<file path="src/rtl/tgt_cpl_pkg.sv">
package tgt_cpl_pkg;

  localparam int STS_W = 3;

  typedef enum logic [STS_W-1:0] {
    CPL_SC  = 3'b000,
    CPL_UR  = 3'b001,
    CPL_CRS = 3'b010,
    CPL_CA  = 3'b100
  } cpl_sts_e;

  typedef struct packed {
    logic np;   // completion owed
    logic crs;  // retry while initialising
    logic ur;   // unsupported
    logic ca;   // completer abort
  } verdict_t;

endpackage

</file>
<file path="src/rtl/tgt_req_decide.sv">
module tgt_req_decide
  import tgt_cpl_pkg::*;
(
  input  logic     req_cfg,
  input  logic     req_posted,
  input  logic     req_supported,
  input  logic     req_model_err,
  input  logic     init_done,
  input  logic     pwr_d3,
  output verdict_t verdict
);

  logic is_np;
  logic is_crs;
  logic is_ur;
  logic is_ca;

  always_comb begin
    is_np  = req_cfg | ~req_posted;
    is_crs = req_cfg & ~init_done;
    is_ur  = ~is_crs & (~req_supported | (pwr_d3 & ~req_cfg));
    is_ca  = ~is_crs & ~is_ur & req_model_err;
    verdict = '{np: is_np, crs: is_crs, ur: is_ur, ca: is_ca};
  end

endmodule

</file>
<file path="src/rtl/tgt_resp_reg.sv">
module tgt_resp_reg
  import tgt_cpl_pkg::*;
(
  input  logic             clk,
  input  logic             rst_n,
  input  logic             req_valid,
  input  verdict_t         verdict,
  input  logic             serr_en,
  input  logic             urre_en,
  output logic             cpl_valid,
  output logic [STS_W-1:0] cpl_status,
  output logic             discard,
  output logic             serr_pulse
);

  logic             cpl_valid_d;
  logic [STS_W-1:0] cpl_status_d;
  logic             discard_d;
  logic             serr_d;
  cpl_sts_e         code;

  always_comb begin
    if (verdict.crs)     code = CPL_CRS;
    else if (verdict.ur) code = CPL_UR;
    else if (verdict.ca) code = CPL_CA;
    else                 code = CPL_SC;

    cpl_valid_d  = req_valid & verdict.np;
    cpl_status_d = cpl_valid_d ? code : CPL_SC;
    discard_d    = req_valid & (verdict.ur | verdict.ca);
    serr_d       = req_valid & ~verdict.np & (verdict.ur | verdict.ca)
                   & serr_en & urre_en;
  end

  always_ff @(posedge clk or negedge rst_n) begin
    if (!rst_n) begin
      cpl_valid  <= 1'b0;
      cpl_status <= CPL_SC;
      discard    <= 1'b0;
      serr_pulse <= 1'b0;
    end else begin
      cpl_valid  <= cpl_valid_d;
      cpl_status <= cpl_status_d;
      discard    <= discard_d;
      serr_pulse <= serr_d;
    end
  end


  resp_after_req_chk: assert property (@(posedge clk) disable iff (!rst_n)
    (cpl_valid || discard || serr_pulse) |-> $past(req_valid));


  serr_gate_chk: assert property (@(posedge clk) disable iff (!rst_n)
    serr_pulse |-> ($past(serr_en) && $past(urre_en) && !cpl_valid && discard));


  posted_status_chk: assert property (@(posedge clk) disable iff (!rst_n)
    !cpl_valid |-> (cpl_status == CPL_SC));


  crs_no_discard_chk: assert property (@(posedge clk) disable iff (!rst_n)
    (cpl_status == CPL_CRS) |-> (cpl_valid && !discard && !serr_pulse));

endmodule

</file>
<file path="src/rtl/tgt_ur_sticky.sv">
module tgt_ur_sticky (
  input  logic clk,
  input  logic rst_n,
  input  logic set_ur,
  input  logic clr_w1c,
  output logic ur_detected
);

  logic ur_d;

  always_comb begin
    ur_d = ur_detected;
    if (clr_w1c) ur_d = 1'b0;
    if (set_ur)  ur_d = 1'b1;
  end

  always_ff @(posedge clk or negedge rst_n) begin
    if (!rst_n) ur_detected <= 1'b0;
    else        ur_detected <= ur_d;
  end


  ur_clear_only_chk: assert property (@(posedge clk) disable iff (!rst_n)
    $fell(ur_detected) |-> $past(clr_w1c));


  ur_set_only_chk: assert property (@(posedge clk) disable iff (!rst_n)
    $rose(ur_detected) |-> $past(set_ur));

endmodule

</file>
<file path="src/rtl/tgt_cpl_classifier.sv">
module tgt_cpl_classifier
  import tgt_cpl_pkg::*;
(
  input  logic       clk,
  input  logic       rst_n,
  input  logic       req_valid,
  input  logic       req_cfg,
  input  logic       req_posted,
  input  logic       req_supported,
  input  logic       req_model_err,
  input  logic       init_done,
  input  logic       pwr_d3,
  input  logic       serr_en,
  input  logic       urre_en,
  input  logic       ur_clear,
  output logic       cpl_valid,
  output logic [2:0] cpl_status,
  output logic       discard,
  output logic       serr_pulse,
  output logic       ur_detected
);

  verdict_t verdict;
  logic     ur_hit;

  tgt_req_decide u_decide (
    .req_cfg       (req_cfg),
    .req_posted    (req_posted),
    .req_supported (req_supported),
    .req_model_err (req_model_err),
    .init_done     (init_done),
    .pwr_d3        (pwr_d3),
    .verdict       (verdict)
  );

  tgt_resp_reg u_resp (
    .clk        (clk),
    .rst_n      (rst_n),
    .req_valid  (req_valid),
    .verdict    (verdict),
    .serr_en    (serr_en),
    .urre_en    (urre_en),
    .cpl_valid  (cpl_valid),
    .cpl_status (cpl_status),
    .discard    (discard),
    .serr_pulse (serr_pulse)
  );

  assign ur_hit = req_valid & verdict.ur;

  tgt_ur_sticky u_sticky (
    .clk         (clk),
    .rst_n       (rst_n),
    .set_ur      (ur_hit),
    .clr_w1c     (ur_clear),
    .ur_detected (ur_detected)
  );


  ur_over_ca_chk: assert property (@(posedge clk) disable iff (!rst_n)
    (req_valid && !req_supported && !(req_cfg && !init_done)) |=>
      (discard && ur_detected));


  d3_mem_ur_chk: assert property (@(posedge clk) disable iff (!rst_n)
    (req_valid && pwr_d3 && !req_cfg) |=> (discard && ur_detected));

endmodule

</file>
<file path="config.mk">
export PLATFORM = sky130hd
export DESIGN_NAME = tgt_cpl_classifier
export DESIGN_NICKNAME = d
export VERILOG_FILES = /design/src/rtl/tgt_cpl_pkg.sv /design/src/rtl/tgt_req_decide.sv /design/src/rtl/tgt_resp_reg.sv /design/src/rtl/tgt_ur_sticky.sv /design/src/rtl/tgt_cpl_classifier.sv
export SDC_FILE = /design/constraint.sdc
export NUM_CORES = 1
export LEC_CHECK = 0
export CAP_MARGIN = 20
export CORE_AREA = 2 2 39 41
export CTS_BUF_LIST = sky130_fd_sc_hd__clkbuf_4 sky130_fd_sc_hd__clkbuf_8 sky130_fd_sc_hd__clkbuf_16
export CTS_CLUSTER_SIZE = 20
export DETAILED_ROUTE_END_ITERATION = 8
export DIE_AREA = 0 0 41 43
export PLACE_DENSITY_LB_ADDON = 0.3
export SLEW_MARGIN = 20
export SYNTH_ARGS = -nofsm -noshare
export SYNTH_HDL_FRONTEND = slang
export SYNTH_SLANG_ARGS = --single-unit
</file>
<file path="constraint.sdc">
create_clock -name clk -period 0.8 [get_ports clk]
set_input_delay 0.12 -clock clk [delete_from_list [all_inputs] [get_ports clk]]
set_output_delay 0.12 -clock clk [all_outputs]
set_load 0.05 [all_outputs]
</file>
# Word-level counts from Yosys, hierarchy flattened
# Index checks and enable logic that the tools add are counted.
# word_totals
regBits,7
input_bits,12
word_cells,34
# classes
n_mux,6
bitwise_logic,22
n_reduce_logical,1
# ops
cell,count
$and 1x1->1,12
$mux 3,4
$not 1->1,7
$or 1x1->1,3
$mux 1,2
$reduce_bool 2->1,1

# Logic depth before layout (Yosys ltp)
# depth
ltp_word,11
ltp_mapped,3
ltp_nobuf,3

# Cells and area by module
# A second synthesis with hierarchy kept.
# hier_totals
hier_cells,29
area_unflattened_um2,327.8
# by_module_without_submodules
module,n_inst,cells_each,area_per_inst_um2,seq_area_each_um2
tgt_resp_reg,1,13,203.9,150.1
tgt_req_decide,1,12,81.3,0.0
tgt_ur_sticky,1,3,36.3,25.0
tgt_cpl_classifier,1,1,6.3,0.0

# Worst setup path before layout
# No wires, ideal clock.
# synth_timing
path_kind,register to register
startpoint,"register, netlist name u_sticky.ur_detected"
endpoint,register u_sticky.ur_detected
setup_time_ns,0.121
arrival_ns,0.829
t_required_ns,0.679
setup_slack_ns,-0.150
path_stages_with_launch,2
path_buffers,0
cell_sequence,dfrtp_1 -> a22o_1
# synth_lines
element,line,rtl
end signal: assignment,tgt_ur_sticky.sv:19,else ur_detected <= ur_d;
end: declaration,tgt_ur_sticky.sv:6,output logic ur_detected

# Final worst setup path
# layout_timing
startpoint,register u_sticky.ur_detected
endpoint,output ur_detected
# layout_lines
element,line,rtl
end: declaration,tgt_cpl_classifier.sv:20,output logic ur_detected
# No word-level cell between the ends.

==> impl_metrics.ini <==
[worst_setup_path]
crit_buf_inv = 1
rr_startpoint = u_sticky.ur_detected
worst_r2r_endpoint = u_sticky.ur_detected
regToRegSetupSlack_ns = 0.06
critPathTopFamily = flip-flops
start_kind = flop
cp_max_fo = 2
slowest_delay_ns = 0.42
crit_start = u_sticky.ur_detected
cp-end-kind = output port
crit_required_ns = 0.68
crit_type = reg -> out
worst_path_max_delay_cell = dfrtp_2
rr_worst_depth = 1
crit_chain = buf_12
worstPathArrival_ns = 0.81

[grt]
track_usage_pct = 8.61
antenna_found_initial = 0
globalRouteOverflowTotal = 0
grt_pass1_vias = 261
grt_max_degree = 8
grt_pass1_wl_um = 931

[power_and_ir_drop]
seqPwrFrac_pct = 39.6
sw_frac_of_total_pct = 24.6
pwr-share-clk_pct = 33.4
combPwrFrac_pct = 27.0
cellPowerDensity_mw_per_mm2 = 1600
switchingPower_uw = 244
p_int_uw = 748
vdd_drop_max_mv = 0.593
p_leak_nw = 0.304

[synthesis]
synthesis.nets = 36
ys_top_cells_by_area = dfrtp_1, and2_1, nor2b_4, and3_1, nor3b_2
ys_types = 14
syn_area_sq_um = 290
synth_mux_area_share_pct = 0
synth_seq_area_share_pct = 60.3
netlist_instances = 24
synth_top_area_share_pct = 60.3
synth-adder-area-share_pct = 0
synthXorXnorAreaFrac_pct = 0
synth_compound_area_share_pct = 6.47
yosysWarnings = 0
avgSynthCellArea_sq_um = 12.1
synth_simple_gate_area_share_pct = 31.9
synth_top_family_by_area = simple AND/OR/NAND/NOR gates
synth-seq-cells = 7
yosys.area.top_type = dfrtp_1

[drt]
routed_wirelength_um = 522
via_per_inst = 3.89
num_vias = 253
drt-initial-drc-count = 0
drc = 0
antenna_left = 0
wl_per_cell_um = 8.03
first_pass_iters = 1

[final_layout]
drive_gt1_share_pct = 38.8
area_growth_pct = 113
nNetsFinal = 62
final_cells = 65
layout_common_cells = buf_12, clkdlybuf4s50_1, dfrtp_1
fill_cells = 136
final_common_cell = buf_12
num_antenna_cells = 0

[outcome]
failed_checks = setup timing
status = finished, violations left

[sta]
setup_viol = 7
tns_ns = -0.739
rsz0062_at_grt = true
worst_slew_pin_slew_ns = 0.285
finalWorstSetupSlack_ns = -0.129
max_slew_margin_pct = 80.9
period_needed_ns = 0.929
hold_viol = 0
period_share_pct = 116
fin_worst_skew_ns = 0
drv_slew = 0
clock.fmax_mhz = 1080

[clock_network]
insertion_delay_ns = 0.24
cts_tree = built
clock-root-buffer = clkbuf_4
hold_buffers = 0
cts_inserted_buffers = 3
clk_pin_slew_worst_paths_ns = 0.05
cts.htree.levels = 1
clockBufferDepth = 2
clkSinkCount = 7

[floorplan]
num_rows = 14
die_h_um = 43
die_x_um = 41
start_util_pct = 21.0
ios = 19
design.die.area_sq_mm = 0.00176
coreArea_sq_mm = 0.00138

[placement]
place_ws_ns = -0.362
io_buffers = 18
routabilityCongestion = 0.715
dp.cells = 61

[worst_hold_path]
min_path_type = in -> async

[flow_run]
max_cap_viol_count = 0
state kept, by name, summed over array words and instances (netlist names):
register,flops
u_resp.cpl_status,3
u_resp.cpl_valid,1
u_resp.discard,1
u_resp.serr_pulse,1
u_sticky.ur_detected,1
cells by family after synthesis:
group,after synthesis
simple gates,13
flops,7
compound gates,3
buf+inv,1
what timing repair did:
item / 4_1_cts / 5_1_grt
gates resized for setup: 4 / 2
setup buffers: 0 / 0
pin swaps: 0 / 2
endpoints found under the hold margin: 0 / 0
endpoints found under the setup margin: 13 / 11
final cells by class:
cell class | instances | area (sq um) | area share, %
Timing Repair Buffer | 21 | 274 | 44.2
Sequential cell | 7 | 176 | 28.5
Multi-Input combinational cell | 16 | 115 | 18.6
Clock buffer | 4 | 30.0 | 4.85
Tap cell | 16 | 20.0 | 3.23
Inverter | 1 | 3.75 | 0.606
cell usage after synthesis:
master / n
dfrtp_1: 7
and2_1: 3
and3_1: 2
o21ai_1: 2
a22o_1: 1
inv_1: 1
nand2_1: 1
nand2b_1: 1
nand2b_2: 1
nand4_1: 1
nor2_1: 1
nor2b_1: 1
nor2b_4: 1
nor3b_2: 1
worst max path at each step:
stage | endpoint | slack, ns | cells after the start
floorplan | u_sticky.ur_detected | -0.04 | 1
global route | ur_detected | -0.17 | 1
CTS | ur_detected | -0.14 | 1
finish | ur_detected | -0.13 | 1
detailed placement | u_sticky.ur_detected | -0.36 | 4
global placement | u_resp.cpl_status[0] | -0.35 | 4
stage by stage:
step                      power [mW]  hold WS [ns]  instance area, sq um  utilization [%]
after floorplan                0.497        -0.176                   292                -
after global placement         0.673         0.387                   584             42.2
after detailed placement       0.674         0.386                   584             42.2
after CTS                       1.01         0.127                   614             44.4
after global routing            1.06         0.131                   619             44.8
final                          0.992         0.125                   619             44.8
metal layers:
metal / share of wire [%] / GRT usage (%) / wire, um / up-vias
li1: - / - / - / 130
met1: 36 / 8.28 / 186 / 103
met2: 51 / 12.2 / 266 / 18
met3: 9.4 / 1.57 / 49 / 2
met4: 3.6 / 12.0 / 19 / 0
met5: 0 / 0 / 0 / -
power groups by stage:
stage	Sequential [mW]	Combinational (mW)	Clock, mW
floorplan	0.459	0.0384	0
global placement	0.399	0.274	0
detailed placement	0.399	0.274	0
CTS	0.394	0.272	0.348
global route	0.394	0.285	0.386
finish	0.393	0.268	0.332
Power figures use the tool's default switching activity.
